[config.mk]
export PLATFORM = sky130hd
export DESIGN_NAME = adc_seq_ctrl
export DESIGN_NICKNAME = d
export VERILOG_FILES = /design/src/rtl/adc_seq_pkg.sv /design/src/rtl/adc_settle_timer.sv /design/src/rtl/adc_seq_fsm.sv /design/src/rtl/adc_result_bank.sv /design/src/rtl/adc_seq_ctrl.sv
export SDC_FILE = /design/constraint.sdc
export NUM_CORES = 1
export LEC_CHECK = 0
export BUFFER_PORTS_ARGS = -buffer_cell sky130_fd_sc_hd__buf_2
export CAP_MARGIN = 20
export CORE_UTILIZATION = 45
export CTS_BUF_LIST = sky130_fd_sc_hd__clkbuf_4 sky130_fd_sc_hd__clkbuf_8
export DETAILED_ROUTE_END_ITERATION = 8
export SYNTH_ARGS = -nofsm -noshare
export SYNTH_HDL_FRONTEND = slang
export SYNTH_SLANG_ARGS = --single-unit
[constraint.sdc]
create_clock -name clk -period 2.65 [get_ports clk]
set_input_delay 0 -clock clk [delete_from_list [all_inputs] [get_ports clk]]
set_output_delay 0 -clock clk [all_outputs]
set_load 0.005 [all_outputs]
[src/rtl/adc_seq_pkg.sv]
package adc_seq_pkg;
  localparam int NCH  = 8;
  localparam int CHW  = $clog2(NCH);
  localparam int IDXW = CHW;
  localparam int DW   = 10;
  localparam int BW   = 8;
  localparam int LOW  = DW - BW;

  typedef enum logic [1:0] {S_IDLE, S_ISSUE, S_WAIT} seq_state_e;

  typedef struct packed {
    logic           len8;
    logic           cont;
    logic           scan;
    logic [CHW-1:0] base;
  } seq_cfg_t;
endpackage

[src/rtl/adc_settle_timer.sv]
module adc_settle_timer #(
  parameter int SETTLE_CYCLES = 800
) (
  input  logic clk,
  input  logic rst_n,
  input  logic pwr_on,
  output logic ready
);
  localparam int CW = $clog2(SETTLE_CYCLES + 1);
  localparam logic [CW-1:0] LIMIT = CW'(SETTLE_CYCLES);

  logic [CW-1:0] cnt_q, cnt_d;

  always_comb begin
    cnt_d = cnt_q;
    if (!pwr_on)            cnt_d = '0;
    else if (cnt_q != LIMIT) cnt_d = cnt_q + 1'b1;
  end

  always_ff @(posedge clk or negedge rst_n) begin
    if (!rst_n) cnt_q <= '0;
    else        cnt_q <= cnt_d;
  end

  assign ready = pwr_on && (cnt_q == LIMIT);
endmodule

[src/rtl/adc_seq_fsm.sv]
module adc_seq_fsm
  import adc_seq_pkg::*;
(
  input  logic            clk,
  input  logic            rst_n,
  input  seq_cfg_t        cfg,
  input  logic            start_req,
  input  logic            pwr_on,
  input  logic            ready,
  input  logic            flag_clr,
  input  logic            conv_done,
  output logic            conv_start,
  output logic [CHW-1:0]  conv_chan,
  output logic            res_we,
  output logic [IDXW-1:0] res_idx,
  output logic            done_flag
);
  seq_state_e      state_q, state_d;
  logic [IDXW-1:0] idx_q, idx_d;
  logic            pend_q, pend_d;
  logic            drop_q, drop_d;
  logic            flag_q, flag_d;
  logic            last, in_flight;

  assign last      = idx_q == (cfg.len8 ? IDXW'(NCH - 1) : IDXW'(NCH / 2 - 1));
  assign in_flight = (state_q == S_ISSUE) || ((state_q == S_WAIT) && !conv_done);

  always_comb begin
    state_d = state_q;
    idx_d   = idx_q;
    pend_d  = pend_q;
    drop_d  = drop_q;
    flag_d  = flag_q;
    res_we  = 1'b0;
    if (flag_clr) flag_d = 1'b0;
    case (state_q)
      S_IDLE: begin
        if (pend_q && ready) begin
          pend_d  = 1'b0;
          idx_d   = '0;
          state_d = S_ISSUE;
        end
      end
      S_ISSUE: state_d = S_WAIT;
      S_WAIT: begin
        if (conv_done) begin
          if (drop_q) begin
            drop_d  = 1'b0;
            state_d = S_IDLE;
          end else begin
            res_we = 1'b1;
            if (last) begin
              flag_d  = 1'b1;
              idx_d   = '0;
              state_d = cfg.cont ? S_ISSUE : S_IDLE;
            end else begin
              idx_d   = idx_q + 1'b1;
              state_d = S_ISSUE;
            end
          end
        end
      end
      default: state_d = S_IDLE;
    endcase
    if (start_req || !pwr_on) begin
      idx_d   = '0;
      res_we  = 1'b0;
      state_d = in_flight ? S_WAIT : S_IDLE;
      drop_d  = in_flight;
      pend_d  = start_req && pwr_on;
      if (start_req) flag_d = 1'b0;
    end
  end

  always_ff @(posedge clk or negedge rst_n) begin
    if (!rst_n) begin
      state_q <= S_IDLE;
      idx_q   <= '0;
      pend_q  <= 1'b0;
      drop_q  <= 1'b0;
      flag_q  <= 1'b0;
    end else begin
      state_q <= state_d;
      idx_q   <= idx_d;
      pend_q  <= pend_d;
      drop_q  <= drop_d;
      flag_q  <= flag_d;
    end
  end

  always_comb begin
    if (!cfg.scan)     conv_chan = cfg.base;
    else if (cfg.len8) conv_chan = idx_q;
    else               conv_chan = {cfg.base[CHW-1], idx_q[CHW-2:0]};
  end

  assign conv_start = (state_q == S_ISSUE);
  assign res_idx    = idx_q;
  assign done_flag  = flag_q;
endmodule

[src/rtl/adc_result_bank.sv]
module adc_result_bank
  import adc_seq_pkg::*;
(
  input  logic            clk,
  input  logic            rst_n,
  input  logic            we,
  input  logic [IDXW-1:0] wr_idx,
  input  logic [DW-1:0]   sample,
  input  logic            ten_bit,
  input  logic [IDXW-1:0] rd_idx,
  output logic [BW-1:0]   rd_hi,
  output logic [BW-1:0]   rd_lo
);
  logic [BW-1:0]  hi_q [NCH];
  logic [LOW-1:0] lo_q [NCH];
  logic [LOW-1:0] lo_in;

  assign lo_in = ten_bit ? sample[LOW-1:0] : '0;

  for (genvar g = 0; g < NCH; g++) begin : g_slot
    logic hit;
    assign hit = we && (wr_idx == IDXW'(g));
    always_ff @(posedge clk or negedge rst_n) begin
      if (!rst_n) begin
        hi_q[g] <= '0;
        lo_q[g] <= '0;
      end else if (hit) begin
        hi_q[g] <= sample[DW-1:LOW];
        lo_q[g] <= lo_in;
      end
    end
  end

  assign rd_hi = hi_q[rd_idx];
  assign rd_lo = {lo_q[rd_idx], {(BW-LOW){1'b0}}};
endmodule

[src/rtl/adc_seq_ctrl.sv]
module adc_seq_ctrl
  import adc_seq_pkg::*;
#(
  parameter int SETTLE_CYCLES = 800
) (
  input  logic           clk,
  input  logic           rst_n,
  input  logic           bus_we,
  input  logic [4:0]     bus_addr,
  input  logic [BW-1:0]  bus_wdata,
  output logic [BW-1:0]  bus_rdata,
  output logic           conv_start,
  output logic [CHW-1:0] conv_chan,
  input  logic           conv_done,
  input  logic [DW-1:0]  conv_data,
  output logic           irq
);
  localparam logic [4:0] A_CFG  = 5'd0;
  localparam logic [4:0] A_CTRL = 5'd1;
  localparam logic [4:0] A_STAT = 5'd2;

  logic [BW-1:0]   cfg_q, cfg_d, ctrl_q, ctrl_d;
  logic            cfg_pwr_q, cfg_pwr_d;
  logic            ctrl_wr, flag_clr, settled, done_flag, res_we;
  logic [IDXW-1:0] res_idx;
  logic [BW-1:0]   res_hi, res_lo;
  seq_cfg_t        seq_cfg;

  assign ctrl_wr  = bus_we && (bus_addr == A_CTRL);
  assign flag_clr = bus_we && (bus_addr == A_STAT) && bus_wdata[0];

  always_comb begin
    cfg_d  = cfg_q;
    ctrl_d = ctrl_q;
    if (bus_we && (bus_addr == A_CFG)) cfg_d = bus_wdata;
    if (ctrl_wr)                       ctrl_d = bus_wdata;
  end

  always_ff @(posedge clk or negedge rst_n) begin
    if (!rst_n) begin
      cfg_q  <= '0;
      ctrl_q <= '0;
    end else begin
      cfg_q  <= cfg_d;
      ctrl_q <= ctrl_d;
    end
  end

  assign cfg_pwr_q = cfg_q[0];
  assign cfg_pwr_d = cfg_d[0];
  assign seq_cfg   = '{len8: ctrl_q[6], cont: ctrl_q[5], scan: ctrl_q[4],
                       base: ctrl_q[CHW-1:0]};

  adc_settle_timer #(.SETTLE_CYCLES(SETTLE_CYCLES)) u_settle (
    .clk(clk), .rst_n(rst_n), .pwr_on(cfg_pwr_q), .ready(settled));

  adc_seq_fsm u_fsm (
    .clk(clk), .rst_n(rst_n), .cfg(seq_cfg), .start_req(ctrl_wr),
    .pwr_on(cfg_pwr_d), .ready(settled), .flag_clr(flag_clr),
    .conv_done(conv_done), .conv_start(conv_start), .conv_chan(conv_chan),
    .res_we(res_we), .res_idx(res_idx), .done_flag(done_flag));

  adc_result_bank u_bank (
    .clk(clk), .rst_n(rst_n), .we(res_we), .wr_idx(res_idx),
    .sample(conv_data), .ten_bit(cfg_q[1]), .rd_idx(bus_addr[3:1]),
    .rd_hi(res_hi), .rd_lo(res_lo));

  always_comb begin
    if (bus_addr[4])              bus_rdata = bus_addr[0] ? res_lo : res_hi;
    else if (bus_addr == A_CFG)   bus_rdata = cfg_q;
    else if (bus_addr == A_CTRL)  bus_rdata = ctrl_q;
    else if (bus_addr == A_STAT)  bus_rdata = {{(BW-1){1'b0}}, done_flag};
    else                          bus_rdata = '0;
  end

  assign irq = done_flag && cfg_q[2];
endmodule

---- Word level (Yosys, flattened, before mapping) ----
Index checks and enable logic that the tools add are counted.
storage, ports and cells
  register bits ........................... 114
  bits of input ports ..................... 27
  output and inout port bits .............. 13
  word-level logic and storage cells ...... 129
cells by class
  $add $sub $neg .......................... 2
  magnitude comparators ................... 1
  equal/unequal tests ..................... 18
  muxes and demuxes ....................... 49
  bitwise operators ....................... 1
  reductions and logical operators ........ 33
operator list
  kind                                                  count
  2-to-1 mux 8 bit                                      6
  binary-select mux 8 bit (select 3 bit)                1
  2-to-1 mux 3 bit                                      8
  2-to-1 mux 1 bit                                      20
  2-to-1 mux 10 bit                                     2
  2-to-1 mux 2 bit                                      9
  logical AND 1 bit                                     17
  equality test 3 bit (second input constant)           4
  adder 10 x 1 -> 10 bit (second input constant)        1
  equality test 10 bit (second input constant)          1
  != test 10 bit (second input constant)                1
  nonzero test 2 bit                                    4
  binary-select mux 2 bit (select 3 bit)                1
  equality test 3 x 2 -> 1 bit (second input constant)  2
  != test 3 bit (second input constant)                 2
  case mux 2 bit (3 select lines)                       1
  case mux 3 bit (2 select lines)                       1
  AND reduction 2 bit                                   3
  equality test 5 x 1 -> 1 bit (second input constant)  1
  equality test 5 x 2 -> 1 bit (second input constant)  1
  logical NOT 5 bit                                     1
  >= comparator 4 bit (second input constant)           1
  inverter 3 -> 4 bit                                   1
  AND reduction 4 bit                                   1
  12 further kinds                                      14

---- Logic depth before layout (Yosys ltp) ----
Gate-level depths: netlist of the first run.
  depth after elaboration ................. 10
  gate-level depth with buffers ........... 7

---- Cells and area by module ----
Synthesis of the first run repeated with hierarchy kept, for this count alone.
second synthesis, totals
  cell total of the unflattened synthesis .. 401
  area, all modules ....................... 5780.5 µm²
modules (own cells, without submodules)
  module            times used  cells an instance  area each (µm²)  seq. area each (µm²)
  adc_result_bank   1           221                3763.6           2001.9
  adc_seq_ctrl      1           80                 982.2            400.4
  adc_settle_timer  1           56                 545.5            250.2
  adc_seq_fsm       1           44                 489.2            200.2

---- Worst setup path before layout of the first run ----
No wires, ideal clock.
  path type ............................... reg2reg
  start point ............................. register u_fsm.state_q[0]
  end point ............................... register u_bank.hi_q[0] (netlist bit)
  arrival time ............................ 1785 ps
  slack ................................... 740 ps
  cell stages (with the launch flop) ...... 7
  buffers on the path ..................... 2
  clock period less this slack ............ 1910 ps
  path through ............................ dfrtp_1 > and4bb_2 > clkbuf_2 > buf_2 > nand2_1 > a21oi_2 > mux2_2
on the way
  cells in the longest elaborated chain, start to end .. 4
ends and longest elaborated chain
  what                             line                   source
  from (decl)                      adc_seq_fsm.sv:18      seq_state_e state_q, state_d;
  from (signal assigned)           adc_seq_fsm.sv:83      state_q <= state_d;
  equality test 2 bit              adc_seq_fsm.sv:36      case (state_q)
  2-to-1 mux 1 bit                 adc_seq_fsm.sv:36
  2-to-1 mux 1 bit                 adc_seq_fsm.sv:65      if (start_req || !pwr_on) begin
  logical AND 1 bit                adc_result_bank.sv:22  assign hit = we && (wr_idx == IDXW'(g));
  to (signal, indexed assignment)  adc_result_bank.sv:28  hi_q[g] <= sample[DW-1:LOW];
  to (decl)                        adc_result_bank.sv:14  logic [BW-1:0] hi_q [NCH];
Every way passes these cells.
A chain may end at the register's enable or synchronous reset.

---- Final worst setup path of the first run ----
  start point ............................. register u_fsm.state_q[0]
  end point ............................... register u_bank.hi_q[3] (netlist bit)
The elaborated chain is that of the path after synthesis.

==> implementation parameters, run 1 <==
Parameter                              Value

Timing
  Worst-Margin Slew    0.655 ns
  Least setup slack across all paths after layout    0.473 ns
  Post-layout minimum cycle time    2.18 ns
  Final hold violations    0
  Maximum clock skew at final layout    0.0118 ns
  Worst slew margin relative to its limit    0.563
  Number of max-slew violations in the final report    0
  Max Fclk    0.459 GHz
  Setup TNS after final layout    0 ns
  Total setup violations reported at the end of the flow    0
  RSZ-0062 raised after global routing    no
  Final clock period utilization by the worst path    0.822

Finish
  Multi-input combinational cell area    2670 sq um
  Number of fill cells in the layout    1065
  Share of layout cells above drive strength 1    0.444
  Area overhead of the layout relative to synthesis    18.2%
  Number of antenna cells inserted    0
  Layout Cell Area excl Fill    6650 sq um
  Area used by sequential logic in the layout    2850 sq um
  Net total in the final layout    504

Status
  Status    completed

Placement
  Number of buffer cells added on primary ports    39
  Routability congestion estimate from global placement    0.837
  HPWL reported at the end of detailed placement    8.40 mm
  Instance area at placement    6060 sq um
  Worst slack at placement    0.488 ns

Hold path
  Hold Crit Class    input pin to flop
  Startpoint of the tightest hold check path    bus_addr[0]

Global route
  Global Route met3 Usage    0.0505
  Global Route met1 Usage    0.300
  M2 GR Usage    0.337
  Vias in the first global route    3682
  Final global-route overflow total    0
  Initial antenna violation count    0
  Pin count of the biggest net entering global routing    49
  Most used routing layer in global routing    met2
  Wire length of the first global-routing pass    20.7 mm
  Aggregate global-route resource usage    0.219

Critical path
  CP Capture Type    flop
  Crit path to    u_bank.hi_q[3]$_DFFE_PN0P_
  CP Class    flop to flop
  Critical Path Fanout Max    16
  CP Launch Point    u_fsm.state_q[0]$_DFFE_PN0P_
  Reg2reg setup slack    0.47 ns
  Critical register-to-register path endpoint    u_bank.hi_q[3]$_DFFE_PN0P_
  Cell depth of the worst flop-to-flop path    5
  Startpoint types    flop
  Origin of the critical flop-to-flop path    u_fsm.state_q[0]$_DFFE_PN0P_
  Worst Path Arrival    2.50 ns
  Crit path required time    2.97 ns

Synth
  Sequential element share of the synthesized area    0.507
  Complex-gate fraction of the synthesized area    0.0521
  Share of synthesized area spent on multiplexers    0.307
  Average instance area after synthesis    14.2 sq um
  #FFs+latches synth    114
  Synthesized instance count    396
  Library cells used by synthesis    52
  Cell area after synthesis    5620 sq um
  Simple-gate share of the synthesized area    0.0819
  Area share of the leading cell type in the synthesized netlist    0.507
  Largest cells by area after synthesis    dfrtp_1, mux2_2, mux4_2, mux2i_1, ha_1
  Combinational family with the most area after synthesis    multiplexers
  XOR/XNOR share of the synthesized area    0.0156
  Number of synthesis warnings    0
  Syn nets    431
  Library cell with the largest summed area after synthesis    dfrtp_1
  Share of synthesized cell area in full adder, half adder and majority cells    0.0178

Floorplanning
  X dimension of the die    114 um
  Number of standard-cell rows in the floorplan    40
  Core area    12100 sq um
  Starting density of the core    0.464
  Die outline height    114 um
  Full die area    12900 sq um
  Number of top-level pins    40

Power and ir drop
  Power density normalized to cell area    586 nW/um^2
  Power, Total    3.89 mW
  Total leakage power    3.13 nW
  Worst VDD drop    0.351 mV

Run
  MaxCap Viol Count    0

Routing
  Vias per Instance    5.40
  Post-detailed-routing wire length    12.6 mm
  Overall via count from detail_route    3486
  Remaining DRCs    0
  Post-DRT Antenna Nets    0
  Routed wirelength normalized by instance count    19.6 um
  Number of detailed-route iterations in the first pass    4
  Number of DRC violations after detailed-routing iteration 0    186

Clock network
  Clock tree root buffer cell    clkbuf_8
  Clk_lat worst skew    0.44 ns
  Number of buffers on the longest clock path    2
  TritonCTS clock tree    yes
  Maximum level of the CTS H-tree    4
  Clock slew at reported path FFs    0.07 ns
  TritonCTS buffer count    17
  Clk sink count    114
cells in the mapped netlist, drive strengths merged:
master   instances
a31o             2
buf              9
nand2b           3
and3             2
o41ai            1
clkbuf           7
or3b             1
o22ai            7
xnor2           10
or3              2
nor4             1
a211oi           1
a22oi            1
o221a            1
nor3             3
nor3b            2
inv              6
mux2i           16
nand4b           1
nand4            5
or2              1
nor4b            1
nand3           10
nand4bb          1
nor2             5
a21oi           10
nor2b            3
a221oi           1
ha               8
and2            15
nand3b           1
and4bb           1
o21a             2
a31oi            1
nand2           15
o21ai            3
mux2            99
a21boi           1
and4             1
o31ai            1
mux4            20
or4bb            1
dfrtp          114
cells by family after synthesis:
| logic type | after synthesis |
|---|---|
| buffers and inverters | 22 |
| xor gates and xnor gates | 10 |
| AOI/OAI and AO/OA | 32 |
| DFF | 114 |
| adders and majority gates | 8 |
| and+or+nand+nor | 75 |
| muxes | 135 |
power breakdown:
part	internal, mW	switching (mW)
sequential	1.80	0.0501
combinational	0.159	0.194
clock	1.03	0.665
total	2.98	0.909
what timing repair did:
item                                   CTS  global route
endpoints found under the hold margin  126             0
gates resized for setup                  0             0
hold buffers                            18             0
buffers inserted                         0             0
state kept, by name (all words and copies together) (netlist names):
| signal | flops |
|---|---|
| cfg_q | 8 |
| ctrl_q | 8 |
| u_bank.hi_q | 64 |
| u_bank.lo_q | 16 |
| u_fsm.done_flag | 1 |
| u_fsm.drop_q | 1 |
| u_fsm.pend_q | 1 |
| u_fsm.res_idx | 3 |
| u_fsm.state_q | 2 |
| u_settle.cnt_q | 10 |
critical path, stage by stage (launching register included):
cell and delay, ns:
dfrtp_1 0.43, and4bb_2 0.51, nand2_1 0.11, a21oi_2 0.40, buf_4 0.26, mux2_2 0.35
how the worst min path moves through the flow:
stage                                    end  slack [ns]  cells after the start
3_3_place_gp   u_settle.cnt_q[8]$_DFFE_PN0P_        0.07                      1
6_report           u_fsm.done_flag$_DFF_PN0_         0.1                      5
5_1_grt                   cfg_q[0]$_DFF_PN0_        0.13                      4
2_1_floorplan             cfg_q[0]$_DFF_PN0_       -0.30                      0
3_5_place_dp   u_settle.cnt_q[9]$_DFFE_PN0P_        0.07                      1
4_1_cts            u_fsm.done_flag$_DFF_PN0_        0.07                      5
cell type report:
class | count | share of cell area
Sequential cell | 114 | 0.429
Timing Repair Buffer | 70 | 0.0734
Tap cell | 168 | 0.0316
Inverter | 6 | 0.00339
Clock inverter | 5 | 0.0154
Multi-Input combinational cell | 260 | 0.401
Clock buffer | 23 | 0.0457
placed cells by master, fill, tap and decap left out, types with 7 or more instances in the layout:
| cell | count |
|---|---|
| dfrtp_1 | 114 |
| mux2_2 | 95 |
| buf_2 | 38 |
| clkbuf_8 | 21 |
| mux4_2 | 20 |
| dlygate4sd3_1 | 18 |
| mux2i_1 | 16 |
| nand2_1 | 15 |
| and2_1 | 14 |
| buf_4 | 13 |
| xnor2_1 | 10 |
| nand3_1 | 9 |
| ha_1 | 8 |
| o22ai_1 | 7 |
per-layer routing:
metal,vias to the layer above,routed length (um)
li1,1608,-
met4,0,315
met3,22,442
met2,65,5980
met1,1791,5900
met5,-,0
through the flow:
step,util,instances,hold WS [ns]
floorplan,-,396,-0.296
CTS,0.549,646,0.0710
global placement,0.500,600,0.0701
finish,0.549,646,0.0999
detailed placement,0.500,600,0.0699
global route,0.549,646,0.132
Note: power is estimated with default switching activity, not from simulation.
==> run 2: changes to the inputs <==
==> constraint.sdc (replaced) <==
create_clock -name clk -period 1.95 [get_ports clk]
set_input_delay 0 -clock clk [delete_from_list [all_inputs] [get_ports clk]]
set_output_delay 0 -clock clk [all_outputs]
set_load 0.005 [all_outputs]
==> implementation parameters, run 2 (synthesized netlist as in run 1, its figures left out) <==
Parameter                              Value

Finish
  Layout Cell Area excl Fill    6940 sq um (was 6650 sq um)
  Area overhead of the layout relative to synthesis    23.4% (was 18.2%)
  Share of layout cells above drive strength 1    0.470 (was 0.444)
  Leading cell types in the layout, fill and taps excluded    dfrtp_1, mux2_2, buf_2 (unchanged)
  Most common library cell in the layout ignoring fill and taps    dfrtp_1 (unchanged)
  Registers with the highest flip-flop counts    u_bank.hi_q (64), u_bank.lo_q (16), u_settle.cnt_q (10) (unchanged)
  Number of antenna cells inserted    0 (unchanged)
  Largest Register    u_bank.hi_q (unchanged)
  Final core occ    0.573 (was 0.549)
  Max reg flops    64 (unchanged)
  Net total in the final layout    520 (was 504)

Timing
  Worst-Margin Slew    0.482 ns (was 0.655 ns)
  Final clock period utilization by the worst path    1.01
  Post-layout minimum cycle time    1.98 ns
  Setup TNS after final layout    -0.0358 ns (was 0 ns)
  Total setup violations reported at the end of the flow    2 (was 0)
  Final hold violations    0 (unchanged)
  Number of max-slew violations in the final report    0 (unchanged)
  Max Fclk    0.506 GHz
  Maximum clock skew at final layout    0.0130 ns (was 0.0118 ns)
  Least setup slack across all paths after layout    -0.0256 ns (was 0.473 ns)
  RSZ-0062 raised after global routing    yes (was no)
  Worst slew margin relative to its limit    0.678 (was 0.563)

Routing
  Number of DRC violations after detailed-routing iteration 0    252 (was 186)
  Remaining DRCs    0 (unchanged)
  Vias per Instance    5.40 (about the same)
  Routed wirelength normalized by instance count    19.4 um (was 19.6 um)
  Post-detailed-routing wire length    12.9 mm (was 12.6 mm)
  Overall via count from detail_route    3596 (was 3486)
  Post-DRT Antenna Nets    0 (unchanged)
  Number of detailed-route iterations in the first pass    4 (unchanged)

Floorplanning
  Core area    12100 sq um (unchanged)
  Number of top-level pins    40 (unchanged)
  Starting density of the core    0.464 (unchanged)
  Full die area    12900 sq um (unchanged)
  Number of standard-cell rows in the floorplan    40 (unchanged)
  X dimension of the die    114 um (unchanged)
  Die outline height    114 um (unchanged)

Power and ir drop
  Internal power    3.99 mW (was 2.98 mW)
  Worst VDD drop    0.791 mV (was 0.351 mV)
  Gate power share    0.096 (was 0.091)
  Share of total power in the clock network    0.439 (was 0.435)
  Net switching power of the design    1.40 mW (was 909 uW)
  Power, Total    5.39 mW (was 3.89 mW)
  Total leakage power    3.24 nW (was 3.13 nW)
  Switch share    0.259 (was 0.233)
  Power density normalized to cell area    777 nW/um^2 (was 586 nW/um^2)
  Sequential cell fraction of total power    0.465 (was 0.474)

Hold path
  Hold Crit Class    input pin to async pin (was input pin to flop)

Placement
  Instance area at placement    6300 sq um (was 6060 sq um)
  Worst slack at placement    0.0686 ns (was 0.488 ns)
  Routability congestion estimate from global placement    0.787 (was 0.837)
  HPWL reported at the end of detailed placement    8.54 mm (was 8.40 mm)
  Number of buffer cells added on primary ports    39 (unchanged)

Clock network
  Clock slew at reported path FFs    0.08 ns (was 0.07 ns)
  Number of buffers on the longest clock path    2 (unchanged)
  TritonCTS clock tree    yes (unchanged)
  Clk sink count    114 (unchanged)
  Clock tree root buffer cell    clkbuf_8 (unchanged)
  Maximum level of the CTS H-tree    4 (unchanged)
  Clk_lat worst skew    0.45 ns (was 0.44 ns)
  TritonCTS buffer count    17 (unchanged)

Critical path
  Reg2reg setup slack    0.05 ns (was 0.47 ns)
  Critical Path Fanout Max    2 (was 16)
  Crit path required time    1.95 ns (was 2.97 ns)
  Worst Path Arrival    1.98 ns (was 2.50 ns)
  CP Capture Type    primary output (was flop)
  Startpoint types    flop (unchanged)
  CP Class    flop to primary output (was flop to flop)
  Cell depth of the worst flop-to-flop path    6 (was 5)

Run
  MaxCap Viol Count    0 (unchanged)

Status
  Failing checks    negative setup slack
  Status    finished, violations left (was completed)

Global route
  Initial antenna violation count    0 (unchanged)
  Aggregate global-route resource usage    0.221 (was 0.219)
  Pin count of the biggest net entering global routing    61 (was 49)
  Final global-route overflow total    0 (unchanged)
  Wire length of the first global-routing pass    20.8 mm (was 20.7 mm)
  Vias in the first global route    3714 (was 3682)
-- run 2: area by class of cell --
type | instances | area, sq um
clock inverters | 14 | 178
multi-input cells | 260 | 2680
fillers | 1005 | 5170
well taps | 168 | 210
inverters | 6 | 22.5
clock buffers | 18 | 248
repair buffers | 86 | 748
flip-flops and latches | 114 | 2850
-- run 2: path summary, 6_finish.rpt --
path / from / to
worst min-delay path: rst_n / u_settle.cnt_q[3]$_DFFE_PN0P_
min in group clk: bus_addr[4] / u_fsm.done_flag$_DFF_PN0_
worst max-delay path: u_bank.hi_q[6]$_DFFE_PN0P_ / bus_rdata[6]
max in group asynchronous: rst_n / u_bank.hi_q[27]$_DFFE_PN0P_
worst max register to register: u_settle.cnt_q[0]$_DFFE_PN0P_ / u_fsm.pend_q$_DFFE_PN0P_
worst min register to register: u_bank.lo_q[7]$_DFFE_PN0P_ / u_bank.lo_q[7]$_DFFE_PN0P_
-- run 2: routing by layer --
layer	share of wire	track usage	wire length [um]	vias up
met5	0	0	0	-
met4	0.019	0.0797	250	0
met3	0.032	0.0553	420	16
met2	0.48	0.350	6240	65
met1	0.47	0.296	6020	1861
li1	-	-	-	1654
-- run 2: power by group through the flow --
stage / Combinational, mW / Sequential [mW] / Clock, mW
2_1_floorplan: 0.267 / 2.53 / 0
3_3_place_gp: 0.486 / 2.54 / 0
3_5_place_dp: 0.492 / 2.55 / 0
4_1_cts: 0.522 / 2.50 / 2.41
5_1_grt: 0.565 / 2.52 / 2.52
6_report: 0.518 / 2.50 / 2.37
-- run 2: critical path: stages (launching register included) --
cell and delay (ns):
dfrtp_1 0.38, mux4_2 0.49, mux2i_2 0.21, o22ai_1 0.10, a31o_2 0.23, buf_2 0.12
-- run 2: per-stage QoR --
step	cells	hold slack (ns)
final	666	0.0852
after global routing	666	0.108
after CTS	665	0.0753
after detailed placement	614	0.0303
after global placement	614	0.0274
after floorplan	396	-0.296
-- run 2: timing repair --
item	4_1_cts	5_1_grt
endpoints found under the hold margin	195	0
setup endpoints to repair	2	6
buffers inserted	0	1
resized for setup	1	2
hold buffers	19	0
